**src/rtl/fetch_ctl_pkg.sv**
```systemverilog
package fetch_ctl_pkg;

  typedef enum logic [2:0] {
    ST_RUN    = 3'd0,
    ST_BLOCK  = 3'd1,
    ST_SQUASH = 3'd2,
    ST_MISS   = 3'd3,
    ST_REFILL = 3'd4
  } fetchState_e;

  // strobes from control to datapath
  typedef struct packed {
    logic takeCmt;     // redirect/squash sourced from retirement
    logic takeDec;     // redirect sourced from decode
    logic bpFromCmt;   // predictor squash from retirement
    logic bpFromDec;   // predictor squash from decode
    logic incSquash;
    logic incBlocked;
    logic incFetch;
  } ctlStrobe_t;

  localparam int NUM_CNT = 3;

endpackage

```
**src/rtl/fetch_ctl_satcnt.sv**
```systemverilog
module fetch_ctl_satcnt #(
  parameter int CW = 32
) (
  input  logic          clk,
  input  logic          rstN,
  input  logic          inc,
  output logic [CW-1:0] cnt
);
  localparam logic [CW-1:0] TOP = '1;

  always_ff @(posedge clk) begin
    if (!rstN)                   cnt <= '0;
    else if (inc && cnt != TOP)  cnt <= cnt + 1'b1;
  end

  AST_NO_WRAP: assert property (@(posedge clk) disable iff (!rstN)
    (cnt == TOP) |=> (cnt == TOP));
  AST_NEVER_DROPS: assert property (@(posedge clk) disable iff (!rstN)
    1'b1 |=> (cnt >= $past(cnt)));
endmodule

```
**src/rtl/fetch_ctl_fsm.sv**
```systemverilog
module fetch_ctl_fsm
  import fetch_ctl_pkg::*;
(
  input  logic        clk,
  input  logic        rstN,
  input  logic        cmtSquash,
  input  logic        cmtSeqValid,
  input  logic        robSquashing,
  input  logic        decSquash,
  input  logic [3:0]  stallVec,
  input  logic        icMiss,
  input  logic        icDone,
  input  logic        fetchFault,
  output fetchState_e state,
  output ctlStrobe_t  strobe,
  output logic        fetchEn,
  output logic        useMissLine,
  output logic        icCancel,
  output logic        bpUpdate,
  output logic        flushYounger
);
  fetchState_e nxtState;
  logic        faultHeld, faultNxt;
  logic        doFetch, decRedir, anyStall;

  assign anyStall = |stallVec;

  always_comb begin
    nxtState     = state;
    faultNxt     = faultHeld;
    strobe       = '0;
    icCancel     = 1'b0;
    bpUpdate     = 1'b0;
    flushYounger = 1'b0;
    doFetch      = 1'b0;
    decRedir     = 1'b0;
    if (cmtSquash) begin
      strobe.takeCmt   = 1'b1;
      strobe.bpFromCmt = 1'b1;
      strobe.incSquash = 1'b1;
      icCancel         = (state == ST_MISS);
      faultNxt         = 1'b0;
      nxtState         = ST_SQUASH;
    end else begin
      bpUpdate = cmtSeqValid;
      if (robSquashing) begin
        strobe.incSquash = 1'b1;
        nxtState         = ST_SQUASH;
      end else begin
        strobe.bpFromDec = decSquash;
        decRedir         = decSquash && (state != ST_SQUASH);
        if (decRedir) begin
          strobe.takeDec   = 1'b1;
          strobe.incSquash = 1'b1;
          flushYounger     = 1'b1;
          icCancel         = (state == ST_MISS);
          faultNxt         = 1'b0;
          nxtState         = ST_SQUASH;
        end else if (anyStall) begin
          strobe.incBlocked = 1'b1;
          nxtState          = ST_BLOCK;
        end else if (state == ST_BLOCK) begin
          strobe.incBlocked = 1'b1;
          if (!faultHeld) nxtState = ST_RUN;
        end else if (state == ST_MISS) begin
          if (icDone) nxtState = ST_REFILL;
        end else if (faultHeld) begin
          strobe.incBlocked = 1'b1;
          nxtState          = ST_BLOCK;
        end else begin
          doFetch = 1'b1;
        end
      end
    end
    fetchEn     = doFetch;
    useMissLine = doFetch && (state == ST_REFILL);
    if (doFetch) begin
      strobe.incFetch = 1'b1;
      if (fetchFault) begin
        faultNxt = 1'b1;
        nxtState = ST_BLOCK;
      end else if (icMiss && state != ST_REFILL) begin
        nxtState = ST_MISS;
      end else begin
        nxtState = ST_RUN;
      end
    end
  end

  always_ff @(posedge clk) begin
    if (!rstN) begin
      state     <= ST_RUN;
      faultHeld <= 1'b0;
    end else begin
      state     <= nxtState;
      faultHeld <= faultNxt;
    end
  end

  AST_CMT_WINS: assert property (@(posedge clk) disable iff (!rstN)
    cmtSquash |=> (state == ST_SQUASH));
  AST_ROB_HOLDS: assert property (@(posedge clk) disable iff (!rstN)
    (robSquashing && !cmtSquash) |=> (state == ST_SQUASH));
  AST_STALL_NO_FETCH: assert property (@(posedge clk) disable iff (!rstN)
    anyStall |-> !fetchEn);
  AST_UNBLOCK_IDLE: assert property (@(posedge clk) disable iff (!rstN)
    (state == ST_BLOCK) |-> !fetchEn);
  AST_MISS_QUIET: assert property (@(posedge clk) disable iff (!rstN)
    (state == ST_MISS) |-> !fetchEn);
  AST_CANCEL_IN_MISS: assert property (@(posedge clk) disable iff (!rstN)
    icCancel |-> (state == ST_MISS));
  AST_ONE_REDIRECT: assert property (@(posedge clk) disable iff (!rstN)
    $onehot0({strobe.takeCmt, strobe.takeDec}));
endmodule

```
**src/rtl/fetch_ctl_dp.sv**
```systemverilog
module fetch_ctl_dp
  import fetch_ctl_pkg::*;
#(
  parameter int AW = 32,
  parameter int SW = 16,
  parameter int CW = 32
) (
  input  logic          clk,
  input  logic          rstN,
  input  ctlStrobe_t    strobe,
  input  logic          bpUpdate,
  input  logic          cmtMispredict,
  input  logic          cmtTaken,
  input  logic [AW-1:0] cmtTarget,
  input  logic [SW-1:0] cmtSeq,
  input  logic          decMispredict,
  input  logic          decTaken,
  input  logic [AW-1:0] decTarget,
  input  logic [SW-1:0] decSeq,
  output logic          redirValid,
  output logic [AW-1:0] redirPc,
  output logic          bpSquash,
  output logic [SW-1:0] bpSeq,
  output logic          bpFix,
  output logic [AW-1:0] bpFixPc,
  output logic          bpFixTaken,
  output logic [SW-1:0] bpUpdSeq,
  output logic [CW-1:0] squashCycles,
  output logic [CW-1:0] blockedCycles,
  output logic [CW-1:0] fetchCycles
);
  logic [NUM_CNT-1:0] incVec;
  logic [CW-1:0]      cntArr [NUM_CNT];

  always_comb begin
    redirValid = strobe.takeCmt | strobe.takeDec;
    redirPc    = strobe.takeCmt ? cmtTarget : (strobe.takeDec ? decTarget : '0);
    bpSquash   = strobe.bpFromCmt | strobe.bpFromDec;
    bpSeq      = strobe.bpFromCmt ? cmtSeq : (strobe.bpFromDec ? decSeq : '0);
    bpFix      = (strobe.bpFromCmt & cmtMispredict) | (strobe.bpFromDec & decMispredict);
    bpFixPc    = '0;
    bpFixTaken = 1'b0;
    if (strobe.bpFromCmt && cmtMispredict) begin
      bpFixPc    = cmtTarget;
      bpFixTaken = cmtTaken;
    end else if (strobe.bpFromDec && decMispredict) begin
      bpFixPc    = decTarget;
      bpFixTaken = decTaken;
    end
    bpUpdSeq = bpUpdate ? cmtSeq : '0;
  end

  assign incVec = {strobe.incFetch, strobe.incBlocked, strobe.incSquash};

  for (genvar g = 0; g < NUM_CNT; g++) begin : gCnt
    fetch_ctl_satcnt #(.CW(CW)) u_cnt (
      .clk  (clk),
      .rstN (rstN),
      .inc  (incVec[g]),
      .cnt  (cntArr[g])
    );
  end

  assign squashCycles  = cntArr[0];
  assign blockedCycles = cntArr[1];
  assign fetchCycles   = cntArr[2];

  AST_FIX_NEEDS_SQUASH: assert property (@(posedge clk) disable iff (!rstN)
    bpFix |-> bpSquash);
endmodule

```
**src/rtl/fetch_ctl_top.sv**
```systemverilog
module fetch_ctl_top
  import fetch_ctl_pkg::*;
#(
  parameter int AW = 32,
  parameter int SW = 16,
  parameter int CW = 32
) (
  input  logic          clk,
  input  logic          rstN,
  input  logic          cmtSquash,
  input  logic          cmtMispredict,
  input  logic          cmtTaken,
  input  logic [AW-1:0] cmtTarget,
  input  logic [SW-1:0] cmtSeq,
  input  logic          cmtSeqValid,
  input  logic          robSquashing,
  input  logic          decSquash,
  input  logic          decMispredict,
  input  logic          decTaken,
  input  logic [AW-1:0] decTarget,
  input  logic [SW-1:0] decSeq,
  input  logic [3:0]    stallVec,
  input  logic          icMiss,
  input  logic          icDone,
  input  logic          fetchFault,
  output logic          fetchEn,
  output logic          useMissLine,
  output logic          icCancel,
  output logic          redirValid,
  output logic [AW-1:0] redirPc,
  output logic          flushYounger,
  output logic          bpSquash,
  output logic [SW-1:0] bpSeq,
  output logic          bpFix,
  output logic [AW-1:0] bpFixPc,
  output logic          bpFixTaken,
  output logic          bpUpdate,
  output logic [SW-1:0] bpUpdSeq,
  output logic [2:0]    stateOut,
  output logic [CW-1:0] squashCycles,
  output logic [CW-1:0] blockedCycles,
  output logic [CW-1:0] fetchCycles
);
  fetchState_e curState;
  ctlStrobe_t  strobe;

  fetch_ctl_fsm u_fsm (
    .clk          (clk),
    .rstN         (rstN),
    .cmtSquash    (cmtSquash),
    .cmtSeqValid  (cmtSeqValid),
    .robSquashing (robSquashing),
    .decSquash    (decSquash),
    .stallVec     (stallVec),
    .icMiss       (icMiss),
    .icDone       (icDone),
    .fetchFault   (fetchFault),
    .state        (curState),
    .strobe       (strobe),
    .fetchEn      (fetchEn),
    .useMissLine  (useMissLine),
    .icCancel     (icCancel),
    .bpUpdate     (bpUpdate),
    .flushYounger (flushYounger)
  );

  fetch_ctl_dp #(.AW(AW), .SW(SW), .CW(CW)) u_dp (
    .clk           (clk),
    .rstN          (rstN),
    .strobe        (strobe),
    .bpUpdate      (bpUpdate),
    .cmtMispredict (cmtMispredict),
    .cmtTaken      (cmtTaken),
    .cmtTarget     (cmtTarget),
    .cmtSeq        (cmtSeq),
    .decMispredict (decMispredict),
    .decTaken      (decTaken),
    .decTarget     (decTarget),
    .decSeq        (decSeq),
    .redirValid    (redirValid),
    .redirPc       (redirPc),
    .bpSquash      (bpSquash),
    .bpSeq         (bpSeq),
    .bpFix         (bpFix),
    .bpFixPc       (bpFixPc),
    .bpFixTaken    (bpFixTaken),
    .bpUpdSeq      (bpUpdSeq),
    .squashCycles  (squashCycles),
    .blockedCycles (blockedCycles),
    .fetchCycles   (fetchCycles)
  );

  assign stateOut = curState;
endmodule

```
**config.mk**
```make
export PLATFORM = sky130hd
export DESIGN_NAME = fetch_ctl_top
export DESIGN_NICKNAME = d
export VERILOG_FILES = /design/src/rtl/fetch_ctl_pkg.sv /design/src/rtl/fetch_ctl_satcnt.sv /design/src/rtl/fetch_ctl_fsm.sv /design/src/rtl/fetch_ctl_dp.sv /design/src/rtl/fetch_ctl_top.sv
export SDC_FILE = /design/constraint.sdc
export NUM_CORES = 1
export LEC_CHECK = 0
export ABC_AREA = 1
export BUFFER_PORTS_ARGS = -buffer_cell sky130_fd_sc_hd__buf_2
export CAP_MARGIN = 20
export CELL_PAD_IN_SITES_DETAIL_PLACEMENT = 1
export CELL_PAD_IN_SITES_GLOBAL_PLACEMENT = 1
export CORE_MARGIN = 5
export CORE_UTILIZATION = 29
export DETAILED_ROUTE_END_ITERATION = 8
export GPL_TIMING_DRIVEN = 0
export HOLD_SLACK_MARGIN = 0.05
export PLACE_DENSITY_LB_ADDON = 0.12
export SLEW_MARGIN = 10
export SYNTH_ARGS = -nofsm -noshare
export SYNTH_HDL_FRONTEND = slang
export SYNTH_SLANG_ARGS = --single-unit
```
**constraint.sdc**
```tcl
create_clock -name clk -period 1.7 [get_ports clk]
set_clock_uncertainty 0.1 [all_clocks]
set_input_delay 0 -clock clk [delete_from_list [all_inputs] [get_ports clk]]
set_output_delay 0 -clock clk [all_outputs]
set_load 0.02 [all_outputs]
```
==> results.md <==
* Status: finished, violations left
* Failing checks: negative hold slack, negative setup slack
* YS warnings at 0
* Peak VDD IR at approximately 0.39 mV
* Die H at 172 um
* Period utilization at 109%
* Core ar. at 25900 um^2
* Die width at between 150 and 200 um
* Switching power at 1.89 mW
* Hold Buf Count CTS at 6
* R2R cell count at 11
* Global route overflow at 0
* Int Power at 3.93 mW
* Min-Delay Path Class: in2reg
* Initial Utilization at between 20% and 30%
* CP Capture Type: flip-flop
* Top_reg_cell synth: dfxtp_1
* Slew margin rel. at approximately two fifths
* Critical path class: reg2reg
* Root buf cell: clkbuf_16
* Clock Path Buffers at 2
* Final WL at between 40 and 50 mm
* Clock Sink Count at 100
* IO Port Bufs at approximately 320
* Clock period minus worst slack at 1.85 ns
* Mapped Cells at around 1300
* First-pass GRT wire length at 56.1 mm
* Area Growth Syn to Fin at 67.8%
* DRT antenna net count at 0
* Sequential area share after synthesis at 26.4%
* Power share of the combinational group at a little under a quarter
* Reg-to-reg slack, setup at -0.15 ns
* Number of remaining DRC errors at 0
* Post-Syn Area at 7590 um^2
* Worst EP arrival at 1.95 ns
* Final GP Congestion at 0.908
* Final setup viols at 72
* Final Hold Vio Count at 4
* Ys async rst share at 0%
* Max Freq at between 500 and 600 MHz
* Layout cells sized above 1 at 47.2%
* Vias in the first global route at 10200
* Worst r2r src: u_dp.gCnt[0].u_cnt.cnt[11]$_SDFFE_PN0P_
* H-tree depth at 3
* CP Max Fanout at 5
* Setup ws final at -0.151 ns
* Leakage at 6.04 nW
* Number of fill cells at 3430
* Synth top area cells: dfxtp_1 26%, nand2_1 23%, nor2_1 11%, inv_1 8.4%, o22ai_1 5.3%
* Pin count of the biggest net entering global routing at 19
* Synth Area per Inst at 5.71 um^2
* Reg-to-Reg End: u_dp.gCnt[0].u_cnt.cnt[2]$_SDFFE_PN0P_
* Ant diodes at 0
* Startpoint Class: flip-flop
* Hold path startpoint: rstN
* Commonest non-fill, non-tap cell in the layout: nand2_1
* Die ar. at 29500 um^2
* Worst Path Required at 1.80 ns
* Row cnt at 59
* Initial antenna violation count at 0
* Hold path cells at 3
* Wire length per cell at 19.2 um
* Syn nets at 1445
* Max-cap violations at 0
* Top-area cell type share of the netlist area at 26.4%
* RSZ-0062 raised after global routing: true
* Total power at 5.82 mW
* Total CTS buffers at 9
* Final Max Tran Viols at 0
* Drt via density at ~5
* Dpl hpwl at approximately 30 mm
* # IOs at approximately 320
* Sw Ratio at 32.4%
* Number of flops mapped to enable cells by yosys at 0
* Post-synthesis register bit count at 100
* Clock tree from TritonCTS: built
* DRT Pass-1 Iters at 5
* Worst hold endpoint: u_dp.gCnt[2].u_cnt.cnt[18]$_SDFFE_PN0P_
* Clock transition at path regs at roughly 0.08 ns
* Slew @ Worst Pin at 0.883 ns
* Setup tns final at -5.25 ns
* Worst-Skew Late Latency at ~0.37 ns
* Tot GR Track Use at 24.2%
* PD cells at 457 nW/um^2
* DR vias at 10500
* Final hold slack at -0.151 ns
* Leading area contributor after synthesis: dfxtp_1
* Clock power share at 38.1%
* Seq pwr share at 39.3%
* Yosys cell types at 31
* Post-layout nets at approximately 1900
* DRT iter0 DRCs at 488
* Final core occ at 49.1%
* Most frequent cells in the layout: 358 x nand2_1, 305 x buf_2, 166 x nor2_1
==> registers in the layout (all words and copies together), names as in the netlist <==
signal,count
u_fsm.faultHeld,1
u_fsm.state,3
u_dp.gCnt.u_cnt.cnt,96
==> metal layers <==
layer | wire, um | part of all wire [%] | track usage, % | vias to the layer above
met5 | 0 | 0 | 0 | -
met4 | 1440 | 3.5 | 8.17 | 0
met3 | 2090 | 5.1 | 3.72 | 64
met2 | 21400 | 52 | 46.0 | 284
met1 | 16000 | 39 | 27.4 | 5062
li1 | - | - | - | 5110
==> cell type report <==
| cell class | count | area (um^2) | area share, % |
|---|---|---|---|
| clock inverters | 7 | 81.3 | 0.639 |
| multi-input cells | 1013 | 5750 | 45.2 |
| well taps | 335 | 419 | 3.29 |
| inverters | 175 | 704 | 5.53 |
| clock buffers | 9 | 225 | 1.77 |
| plain buffers | 39 | 340 | 2.67 |
| repair buffers | 447 | 2930 | 23.0 |
| flip-flops and latches | 100 | 2280 | 17.9 |
==> how the worst max path moves through the flow <==
stage / endpoint / slack, ns / startpoint
CTS: u_dp.gCnt[2].u_cnt.cnt[20]$_SDFFE_PN0P_ / -0.05 / u_dp.gCnt[2].u_cnt.cnt[0]$_SDFFE_PN0P_
floorplan: u_dp.gCnt[2].u_cnt.cnt[10]$_SDFFE_PN0P_ / -0.02 / u_dp.gCnt[2].u_cnt.cnt[0]$_SDFFE_PN0P_
global route: u_dp.gCnt[0].u_cnt.cnt[2]$_SDFFE_PN0P_ / -0.23 / u_dp.gCnt[0].u_cnt.cnt[11]$_SDFFE_PN0P_
detailed placement: redirPc[7] / -0.66 / robSquashing
global placement: redirPc[7] / -0.64 / robSquashing
finish: u_dp.gCnt[0].u_cnt.cnt[2]$_SDFFE_PN0P_ / -0.15 / u_dp.gCnt[0].u_cnt.cnt[11]$_SDFFE_PN0P_
==> Yosys cell counts, drive strengths merged (3+ instances only) <==
| cell | n |
|---|---|
| buf | 15 |
| nor3 | 5 |
| inv | 174 |
| ha | 3 |
| dfxtp | 100 |
| o22ai | 64 |
| nand3 | 68 |
| nand4 | 13 |
| nand2 | 472 |
| xor2 | 26 |
| o21ai | 32 |
| clkbuf | 26 |
| xnor2 | 14 |
| nor2 | 233 |
| a21oi | 78 |
==> kinds of logic (layout without fill, tap and decap cells) <==
kind of cell             Yosys count  after routing  synth area share, %
AO/OA/AOI/OAI                    175            175                 13.6
XOR/XNOR                          40             40                 4.62
adder cells (fa/ha/maj)            3              3                0.495
buffers and inverters            216            677                 11.9
flip-flops                       100            100                 26.4
AND/OR/NAND/NOR                  795            795                 43.0
==> worst max-delay path: stages, from the launching register on <==
cell and delay, ns:
dfxtp_4 0.39, nand2_1 0.10, nor2_2 0.18, nand2_2 0.10, nor2_4 0.17, nand2_4 0.09
nand2_8 0.11, clkinv_8 0.07, buf_6 0.12, buf_8 0.14, nand2_2 0.06, a21oi_1 0.07
==> timing repair <==
item | in CTS | in global routing
gates resized for setup | 174 | 326
setup endpoints to repair | 165 | 146
endpoints found under the hold margin | 8 | 4
pin swaps | 35 | 80
buffers inserted | 43 | 73
gates cloned | 3 | 7
==> metrics by stage <==
step | area, um^2 | instances | hold WS, ns | setup WS (ns)
global placement | 9730 | 1980 | 0.172 | -0.638
floorplan | 7730 | 1329 | 0.0258 | -0.0220
finish | 12700 | 2125 | -0.151 | -0.151
CTS | 11000 | 2047 | -0.122 | -0.0507
global route | 12700 | 2125 | -0.137 | -0.231
detailed placement | 9730 | 1980 | 0.184 | -0.659
==> power by group through the flow <==
stage / clock network (mW) / logic [mW] / registers [mW]
2_1_floorplan: 0 / 0.537 / 2.44
3_3_place_gp: 0 / 1.02 / 2.43
3_5_place_dp: 0 / 1.03 / 2.43
4_1_cts: 2.29 / 1.14 / 2.37
5_1_grt: 2.38 / 1.38 / 2.29
6_report: 2.22 / 1.31 / 2.29
Power figures use the tool's default switching activity.
